File: src/rtl/cos_pkg.sv
package cos_pkg;
  localparam int unsigned OFS_RAW  = 32'h00;
  localparam int unsigned OFS_RISE = 32'h04;
  localparam int unsigned OFS_FALL = 32'h08;
  localparam int unsigned OFS_STAT = 32'h0C;
  localparam int unsigned OFS_CTRL = 32'h10;

  localparam int unsigned CTRL_MODE_BIT = 1;
  localparam int unsigned CTRL_EN_BIT   = 2;

  typedef enum logic {
    COMB_ANY = 1'b0,
    COMB_ALL = 1'b1
  } comb_mode_e;

  typedef struct packed {
    logic       en;
    comb_mode_e mode;
  } ctrl_t;
endpackage

File: src/rtl/cos_sync.sv
module cos_sync #(
  parameter int unsigned WIDTH  = 32,
  parameter int unsigned STAGES = 2,
  parameter int unsigned EDGE_W = 16
) (
  input  logic              clk_i,
  input  logic              rst_ni,
  input  logic [WIDTH-1:0]  async_i,
  output logic [WIDTH-1:0]  sync_o,
  output logic [EDGE_W-1:0] prev_o
);
  logic [WIDTH-1:0]  stg_q [STAGES];
  logic [EDGE_W-1:0] prev_q;

  for (genvar g = 0; g < STAGES; g++) begin : g_stage
    if (g == 0) begin : g_first
      always_ff @(posedge clk_i or negedge rst_ni) begin
        if (!rst_ni) stg_q[g] <= '0;
        else         stg_q[g] <= async_i;
      end
    end else begin : g_next
      always_ff @(posedge clk_i or negedge rst_ni) begin
        if (!rst_ni) stg_q[g] <= '0;
        else         stg_q[g] <= stg_q[g-1];
      end
    end
  end

  // one extra stage on the interrupt-capable slice for edge detection
  always_ff @(posedge clk_i or negedge rst_ni) begin
    if (!rst_ni) prev_q <= '0;
    else         prev_q <= stg_q[STAGES-1][EDGE_W-1:0];
  end

  assign sync_o = stg_q[STAGES-1];
  assign prev_o = prev_q;
endmodule

File: src/rtl/cos_detect.sv
module cos_detect
  import cos_pkg::*;
#(
  parameter int unsigned CH = 16
) (
  input  logic          clk_i,
  input  logic          rst_ni,
  input  ctrl_t         ctrl_i,
  input  logic [CH-1:0] cur_i,
  input  logic [CH-1:0] prev_i,
  input  logic [CH-1:0] mask_hi_i,
  input  logic [CH-1:0] mask_lo_i,
  output logic [CH-1:0] hit_o,
  output logic          blocked_o
);
  logic [CH-1:0] rise, fall, sel, edge_hit;
  logic          all_ok, moved, and_fire, blocked_q, blocked_d;

  assign rise     = cur_i & ~prev_i;
  assign fall     = ~cur_i & prev_i;
  assign sel      = mask_hi_i | mask_lo_i;
  assign edge_hit = (rise & mask_hi_i) | (fall & mask_lo_i);
  assign all_ok   = (|sel) && ((cur_i & mask_hi_i) == mask_hi_i)
                           && ((~cur_i & mask_lo_i) == mask_lo_i);
  assign moved    = |((rise | fall) & sel);
  assign and_fire = ctrl_i.en && (ctrl_i.mode == COMB_ALL) && all_ok && !blocked_q;

  always_comb begin
    hit_o = '0;
    if (ctrl_i.en) begin
      if (ctrl_i.mode == COMB_ALL) hit_o = and_fire ? sel : '0;
      else                         hit_o = edge_hit;
    end
  end

  always_comb begin
    blocked_d = blocked_q;
    if (ctrl_i.mode != COMB_ALL) blocked_d = 1'b0;
    else if (and_fire)           blocked_d = 1'b1;
    else if (moved)              blocked_d = 1'b0;
  end

  always_ff @(posedge clk_i or negedge rst_ni) begin
    if (!rst_ni) blocked_q <= 1'b0;
    else         blocked_q <= blocked_d;
  end

  assign blocked_o = blocked_q;
endmodule

File: src/rtl/cos_regs.sv
module cos_regs
  import cos_pkg::*;
#(
  parameter int unsigned DATA_W = 32,
  parameter int unsigned ADDR_W = 5,
  parameter int unsigned CH     = 16
) (
  input  logic              clk_i,
  input  logic              rst_ni,
  input  logic              req_i,
  input  logic              we_i,
  input  logic [ADDR_W-1:0] addr_i,
  input  logic [DATA_W-1:0] wdata_i,
  input  logic [DATA_W-1:0] raw_i,
  input  logic [CH-1:0]     hit_i,
  output logic [DATA_W-1:0] rdata_o,
  output logic [CH-1:0]     mask_hi_o,
  output logic [CH-1:0]     mask_lo_o,
  output ctrl_t             ctrl_o,
  output logic [CH-1:0]     status_o,
  output logic              rd_status_o
);
  logic [DATA_W-1:0] mask_hi_q, mask_lo_q;
  ctrl_t             ctrl_q;
  logic [CH-1:0]     status_q;
  logic              wr, rd;

  assign wr          = req_i && we_i;
  assign rd          = req_i && !we_i;
  assign rd_status_o = rd && (addr_i == ADDR_W'(OFS_STAT));

  always_ff @(posedge clk_i or negedge rst_ni) begin
    if (!rst_ni) begin
      mask_hi_q <= '0;
      mask_lo_q <= '0;
      ctrl_q    <= '0;
    end else if (wr) begin
      if (addr_i == ADDR_W'(OFS_RISE)) mask_hi_q <= wdata_i;
      if (addr_i == ADDR_W'(OFS_FALL)) mask_lo_q <= wdata_i;
      if (addr_i == ADDR_W'(OFS_CTRL)) begin
        ctrl_q.en   <= wdata_i[CTRL_EN_BIT];
        ctrl_q.mode <= comb_mode_e'(wdata_i[CTRL_MODE_BIT]);
      end
    end
  end

  // new hits win over a coincident clearing read
  always_ff @(posedge clk_i or negedge rst_ni) begin
    if (!rst_ni) status_q <= '0;
    else         status_q <= (rd_status_o ? '0 : status_q) | hit_i;
  end

  always_comb begin
    rdata_o = '0;
    if (rd) begin
      if (addr_i == ADDR_W'(OFS_RAW))  rdata_o = raw_i;
      if (addr_i == ADDR_W'(OFS_RISE)) rdata_o = mask_hi_q;
      if (addr_i == ADDR_W'(OFS_FALL)) rdata_o = mask_lo_q;
      if (addr_i == ADDR_W'(OFS_STAT)) rdata_o = DATA_W'(status_q);
      if (addr_i == ADDR_W'(OFS_CTRL)) begin
        rdata_o[CTRL_EN_BIT]   = ctrl_q.en;
        rdata_o[CTRL_MODE_BIT] = ctrl_q.mode;
      end
    end
  end

  assign mask_hi_o = mask_hi_q[CH-1:0];
  assign mask_lo_o = mask_lo_q[CH-1:0];
  assign ctrl_o    = ctrl_q;
  assign status_o  = status_q;
endmodule

File: src/rtl/cos_irq_ctrl.sv
module cos_irq_ctrl
  import cos_pkg::*;
#(
  parameter int unsigned DATA_W      = 32,
  parameter int unsigned ADDR_W      = 5,
  parameter int unsigned IRQ_CH      = 16,
  parameter int unsigned SYNC_STAGES = 2
) (
  input  logic              clk_i,
  input  logic              rst_ni,
  input  logic              req_i,
  input  logic              we_i,
  input  logic [ADDR_W-1:0] addr_i,
  input  logic [DATA_W-1:0] wdata_i,
  output logic [DATA_W-1:0] rdata_o,
  input  logic [DATA_W-1:0] din_i,
  output logic              irq_o
);
  logic [DATA_W-1:0] cur;
  logic [IRQ_CH-1:0] prev, mask_hi, mask_lo, hit, status;
  ctrl_t             ctrl;
  logic              rd_status, blocked;

  cos_sync #(.WIDTH(DATA_W), .STAGES(SYNC_STAGES), .EDGE_W(IRQ_CH)) u_sync (
    .clk_i, .rst_ni, .async_i(din_i), .sync_o(cur), .prev_o(prev)
  );

  cos_detect #(.CH(IRQ_CH)) u_detect (
    .clk_i, .rst_ni, .ctrl_i(ctrl), .cur_i(cur[IRQ_CH-1:0]), .prev_i(prev),
    .mask_hi_i(mask_hi), .mask_lo_i(mask_lo), .hit_o(hit), .blocked_o(blocked)
  );

  cos_regs #(.DATA_W(DATA_W), .ADDR_W(ADDR_W), .CH(IRQ_CH)) u_regs (
    .clk_i, .rst_ni, .req_i, .we_i, .addr_i, .wdata_i, .raw_i(cur), .hit_i(hit),
    .rdata_o, .mask_hi_o(mask_hi), .mask_lo_o(mask_lo), .ctrl_o(ctrl),
    .status_o(status), .rd_status_o(rd_status)
  );

  assign irq_o = ctrl.en && (|status);
endmodule

File: config.mk
export PLATFORM = sky130hd
export DESIGN_NAME = cos_irq_ctrl
export DESIGN_NICKNAME = d
export VERILOG_FILES = /design/src/rtl/cos_pkg.sv /design/src/rtl/cos_sync.sv /design/src/rtl/cos_detect.sv /design/src/rtl/cos_regs.sv /design/src/rtl/cos_irq_ctrl.sv
export SDC_FILE = /design/constraint.sdc
export NUM_CORES = 1
export LEC_CHECK = 0
export ABC_AREA = 1
export BUFFER_PORTS_ARGS = -buffer_cell sky130_fd_sc_hd__buf_2
export CELL_PAD_IN_SITES_DETAIL_PLACEMENT = 0
export CELL_PAD_IN_SITES_GLOBAL_PLACEMENT = 1
export CORE_UTILIZATION = 47
export DETAILED_ROUTE_END_ITERATION = 7
export PLACE_DENSITY = 0.94
export REMOVE_ABC_BUFFERS = 1
export SLEW_MARGIN = 10
export SYNTH_ARGS = -nofsm -noshare
export SYNTH_HDL_FRONTEND = slang
export SYNTH_HIERARCHICAL = 1
export SYNTH_SLANG_ARGS = --single-unit
export TNS_END_PERCENT = 10
File: constraint.sdc
create_clock -name clk_i -period 3.3 [get_ports clk_i]
set_clock_uncertainty 0.2 [all_clocks]
set_input_delay 0.825 -clock clk_i [delete_from_list [all_inputs] [get_ports clk_i]]
set_output_delay 0.825 -clock clk_i [all_outputs]
set_load 0.01 [all_outputs]
==> impl_metrics.toml, run 1 <==
[drt]
viasPerCell = 5.030
antenna_left = 0
drt_iter0_markers = 534
finalWirelength_um = 19940
first_pass_iters = 5
wl_per_cell_um = 15.53
drc = 0
vias = 6458

[critical_path]
crit_chain = "buf_2 -> nor2_4 -> nand4_1 -> nor3_4 -> buf_12 -> nand2_1 -> nand2_1 -> buf_2"
cp-endpoint = "rdata_o[3]"
crit_buf_inv = 3
reg2regPathDepth = 8
cp-startpoint = "addr_i[1]"
criticalPathCategory = "in2out"
worstSetupEndpointType = "primary output"
r2r_slack_ns = 1.12
r2r-start = "u_sync/sync_o[11]$_DFF_PN0_"
start_kind = "input pin"
critPathTopFamily = "simple AND/OR/NAND/NOR gates"
cp.depth = 8
path_max_fanout = 30
rr_endpoint = "u_regs/status_o[4]$_DFF_PN0_"
critPathSlowestCell = "nand4_1"
required_ns = 2.27
cp_data_arrival_time_ns = 2.10
max_stage_delay_ns = 0.23

[floorplan]
coreArea_um2 = 17420
die_w_um = 136.2
die_h_um = 136.2
dieArea_um2 = 18550
io_pins = 106
rows = 48
initial_utilization = 0.4861

[placement]
dp_cells = 1250
dpl-instance-area_um2 = 8802
io_buffers = 105
gp_congestion = 0.8964
place_hpwl_um = 13810

[layout]
area_growth_syn_to_layout_pct = 10.86
finish.instance_area_um2 = 9385
drive_gt1_frac = 0.2044
nNetsFinal = 1150
finalNonFillerCells = 1284
final_cell_mix = "261 x nand2_1, 163 x dfrtp_1, 120 x inv_1, 104 x buf_2, 75 x nor2_1"
final_common_cell = "nand2_1"

[clock_tree]
cts.sinks = 163
clk_latency_ns = 0.43
cts_made_buffers = 17
cts-htree-levels = 4
cts_root_buf = "clkbuf_16"
holdBufCountCts = 0
cts_tree = "built"
cts.clk_slew.worst_paths_ns = 0.06
clk_path_buf_depth = 2

[sta]
final_period_minus_worst_setup_slack_ns = 3.122
setup_viol_count_final = 0
rsz0062_at_grt = "false"
finalHoldViolCount = 0
period_share = 0.9461
report.final.slew_viol_count = 0
tightest_slew_ns = 0.8121
clock.fmax_ghz = 0.3203
relSlewSlack = 0.4580

[synth]
netlist_instances = 1000
synthDistinctLibCells = 35
synth_mux_area_frac = 0
synth_top_family_by_area = "simple AND/OR/NAND/NOR gates"
ys_ff_latch = 163
synth_xor_area_frac = 0
syn_area_um2 = 8466
ys.flop_type = "dfrtp_1"
async_flop_share = 1.000
synth_simple_gate_area_share = 0.2351
synth_warnings = 6
syn_avg_cell_area_um2 = 8.466
synth-compound-area-share = 0.09622
synth_seq_area_share = 0.4818
synth_enable_flop_cells = 0
synthAdderAreaFrac = 0.04730

[global_route]
grt_pass1_wl_um = 32740
track_usage = 0.2343
grt_overflow = 0
first_global_vias = 6356
grt_max_degree = 74
antenna_found_initial = 2

[pwr]
ir_worst_vdd_mv = 0.3884
power_leakage_uw = 0.005013
p_per_area_nw_per_um2 = 533.8

[hold_path]
hp-class = "reg2reg"

[status]
outcome = "completed"

[run]
maxCapViolations = 0
synthesized netlist by cell type, types with 2 or more instances:
cell type,number,area (um2)
inv_2,10,37.54
a21oi_2,10,87.58
nor2_4,3,33.78
nand2_2,14,87.58
nand2_1,261,979.7
nor2_1,75,281.5
o22a_1,2,17.52
o21ai_0,3,15.01
nor3_2,3,30.03
inv_1,120,450.4
buf_12,2,40.04
dlygate4sd1_1,2,17.52
nand4_1,21,131.4
or2_2,2,12.51
o21ai_1,67,335.3
dfrtp_1,163,4079
nand3_1,44,220.2
buf_2,19,95.09
o22ai_1,6,37.54
nor2_2,5,31.28
buf_4,69,518.0
clkbuf_1,6,22.52
ha_1,32,400.4
a21oi_1,9,45.04
nor3_1,2,10.01
a22o_1,16,140.1
o21bai_1,16,120.1
nand3_2,11,110.1
flip-flops by register name, summed over array words and instances (netlist names):
name,count
u_regs/mask_hi_q,32
u_regs/mask_lo_q,32
u_sync/stg_q,32
u_sync/sync_o,32
u_regs/status_o,16
u_sync/prev_o,16
u_regs/ctrl_o,2
u_detect/blocked_o,1
final cells by class:
| class | instances | area [um2] |
|---|---|---|
| Inverter | 130 | 489.2 |
| Clock buffer | 19 | 442.9 |
| Timing Repair Buffer | 124 | 749.5 |
| Multi-Input combinational cell | 609 | 3217 |
| Fill cell | 1648 | 8031 |
| Tap cell | 225 | 281.5 |
| Antenna cell | 2 | 5.005 |
| Sequential cell | 163 | 4079 |
| Clock inverter | 12 | 121.4 |
metrics by stage:
step	TNS, ns	hold WS [ns]	power (uW)	setup slack (ns)	util
3_3_place_gp	0	0.1314	3108	0.07576	0.5054
5_1_grt	0	0.1556	5271	0.09131	0.5386
3_5_place_dp	0	0.1347	3128	0.01939	0.5054
6_report	0	0.1459	5009	0.1779	0.5389
2_1_floorplan	-12.91	0.1312	2819	-0.4417	-
4_1_cts	0	0.1494	5053	0.01997	0.5378
layer usage:
metal	track usage	vias to the layer above	wire, um
li1	-	3192	-
met1	0.3103	3022	8738
met2	0.3711	220	9357
met3	0.06450	24	1571
met4	0.07469	0	276
met5	0	-	0
how the worst min path moves through the flow:
stage                          startpoint  slack (ns)  depth (start not counted)                          end
2_1_floorplan  u_sync/stg_q[32]$_DFF_PN0_        0.13                          0   u_sync/sync_o[0]$_DFF_PN0_
5_1_grt        u_sync/stg_q[38]$_DFF_PN0_        0.16                          0   u_sync/sync_o[6]$_DFF_PN0_
3_3_place_gp   u_sync/stg_q[55]$_DFF_PN0_        0.13                          0  u_sync/sync_o[23]$_DFF_PN0_
4_1_cts        u_sync/stg_q[45]$_DFF_PN0_        0.15                          0  u_sync/sync_o[13]$_DFF_PN0_
6_report       u_sync/stg_q[45]$_DFF_PN0_        0.15                          0  u_sync/sync_o[13]$_DFF_PN0_
3_5_place_dp   u_sync/stg_q[43]$_DFF_PN0_        0.13                          0  u_sync/sync_o[11]$_DFF_PN0_
report_power, final:
group	leakage, uW	total (uW)	internal (uW)	switching (uW)
Clock	0.000269	1910	1070	843
Combinational	0.00275	709	257	452
Sequential	0.00199	2390	2200	188
timing repair:
item                       in CTS  in global routing
resized for setup               0                  2
buffers inserted                0                  1
setup endpoints to repair       0                 29
logic make-up after synthesis:
| family | count (synthesis) |
|---|---|
| AND/OR/NAND/NOR | 446 |
| buffers and inverters | 228 |
| adder cells (fa/ha/maj) | 32 |
| AO/OA/AOI/OAI | 131 |
| flip-flops | 163 |
No activity file was read; power rests on OpenSTA's default activity.
==> inputs of run 2 (changes only) <==
--- a/config.mk
+++ b/config.mk
@@ -5,14 +5,15 @@
 export SDC_FILE = /design/constraint.sdc
 export NUM_CORES = 1
 export LEC_CHECK = 0
-export ABC_AREA = 1
+export ABC_AREA = 0
 export BUFFER_PORTS_ARGS = -buffer_cell sky130_fd_sc_hd__buf_2
 export CELL_PAD_IN_SITES_DETAIL_PLACEMENT = 0
 export CELL_PAD_IN_SITES_GLOBAL_PLACEMENT = 1
-export CORE_UTILIZATION = 47
+export CORE_UTILIZATION = 50
 export DETAILED_ROUTE_END_ITERATION = 7
-export PLACE_DENSITY = 0.94
+export PLACE_DENSITY = 0.95
 export REMOVE_ABC_BUFFERS = 1
+export SKIP_CTS_REPAIR_TIMING = 1
 export SLEW_MARGIN = 10
 export SYNTH_ARGS = -nofsm -noshare
 export SYNTH_HDL_FRONTEND = slang
==> impl_metrics.toml, run 2 <==
[critical_path]
crit_chain = "buf_8 -> buf_4 -> or4_4 -> buf_6 -> o2bb2ai_2 -> a32o_2 -> buf_2"
start_kind = "input pin"
criticalPathCategory = "in2out"
path_max_fanout = 6
critPathSlowestCell = "or4_4"
cp_data_arrival_time_ns = 2.32
r2r-start = "u_sync/sync_o[12]$_DFF_PN0_"
crit_buf_inv = 4
cp-startpoint = "addr_i[4]"
reg2regPathDepth = 7
required_ns = 2.27
critPathTopFamily = "simple AND/OR/NAND/NOR gates"
worstSetupEndpointType = "primary output"
r2r_slack_ns = 0.86
max_stage_delay_ns = 0.55
rr_endpoint = "u_regs/status_o[15]$_DFF_PN0_"

[drt]
antenna_left = 0
drt_iter0_markers = 451
drc = 0
finalWirelength_um = 19510
vias = 5791
wl_per_cell_um = 19.11
first_pass_iters = 5
viasPerCell = 5.672

[sta]
report.final.slew_viol_count = 0
setup_viol_count_final = 12
tns_ns = -0.2399
layout_setup_ws_ns = -0.04295
relSlewSlack = 0.5266
period_share = 1.013
final_period_minus_worst_setup_slack_ns = 3.343
rsz0062_at_grt = "true"
finalHoldViolCount = 0
tightest_slew_ns = 0.7084
clock.fmax_ghz = 0.2991

[clock_tree]
cts-htree-levels = 4
cts_tree = "built"
cts_made_buffers = 17
cts_root_buf = "clkbuf_16"
clk_latency_ns = 0.43
clk_path_buf_depth = 2
cts.clk_slew.worst_paths_ns = 0.07
cts.sinks = 163

[pwr]
power_leakage_uw = 0.004690
p_per_area_nw_per_um2 = 551.3
ir_worst_vdd_mv = 0.4256

[hold_path]
hold_end = "u_sync/sync_o[16]$_DFF_PN0_"
min_path_cells = 0
hp-class = "reg2reg"
hold_path_startpoint = "u_sync/stg_q[48]$_DFF_PN0_"

[floorplan]
coreArea_um2 = 15890
die_w_um = 129.6
io_pins = 106
die_h_um = 129.6
initial_utilization = 0.5126
dieArea_um2 = 16800
rows = 46

[layout]
final_cell_mix = "163 x dfrtp_1, 100 x buf_2, 66 x nor2_1, 56 x nand3_1, 36 x mux2_2"
antenna_cells = 0
area_growth_syn_to_layout_pct = 15.35
drive_gt1_frac = 0.3366
final_common_cell = "dfrtp_1"
nNetsFinal = 897
finalNonFillerCells = 1021

[placement]
gp_congestion = 0.8961
place_hpwl_um = 12920
io_buffers = 105
dp_cells = 986
dp_slack_ns = -0.1287

[global_route]
grt_overflow = 0
track_usage = 0.2389
first_global_vias = 5681
grt_max_degree = 71
antenna_found_initial = 1
grt_pass1_wl_um = 30220

[status]
outcome = "complete, but fails checks"
violations = "negative setup slack"

[synth]
netlist_instances = 731
syn_area_um2 = 8143
synth_warnings = 6
syn_avg_cell_area_um2 = 11.14

[run]
maxCapViolations = 0
run 2: how the worst max path moves through the flow:
| stage | to | slack, ns | cells after the start |
|---|---|---|---|
| 2_1_floorplan | u_regs/mask_lo_q[0]$_DFFE_PN0P_ | -0.34 | 4 |
| 3_3_place_gp | rdata_o[15] | -0.10 | 7 |
| 3_5_place_dp | rdata_o[11] | -0.13 | 7 |
| 4_1_cts | rdata_o[8] | -0.15 | 7 |
| 5_1_grt | rdata_o[15] | -0.09 | 7 |
| 6_report | rdata_o[8] | -0.04 | 7 |
run 2: per-stage QoR:
| stage | hold slack (ns) | instance area, um2 | util | power [uW] |
|---|---|---|---|---|
| after floorplan | 0.1312 | 7462 | - | 2819 |
| after global placement | 0.1318 | 8594 | 0.5410 | 3128 |
| after detailed placement | 0.1347 | 8594 | 0.5410 | 3150 |
| after CTS | 0.1503 | 9199 | 0.5791 | 5195 |
| after global routing | 0.1551 | 9393 | 0.5913 | 5383 |
| final | 0.1487 | 9393 | 0.5913 | 5178 |
run 2: area by class of cell:
cell class	instances	area, um2
sequential	163	4079
multi-input combinational	434	3369
clock inverter	14	165.2
fill	1333	6492
tap	216	270.3
inverter	35	131.4
clock buffer	18	439.2
timing repair buffer	141	938.4
run 2: per-layer routing:
| layer | share of wire | track usage | vias up |
|---|---|---|---|
| met2 | 0.47 | 0.3875 | 244 |
| met4 | 0.015 | 0.06293 | 2 |
| li1 | - | - | 2637 |
| met3 | 0.084 | 0.06358 | 31 |
| met5 | 0.00067 | 0 | - |
| met1 | 0.43 | 0.3173 | 2877 |
run 2: report_power, final:
part	total, uW	switching [uW]	internal, uW
sequential	2460	237	2220
combinational	686	350	336
clock	2030	873	1160
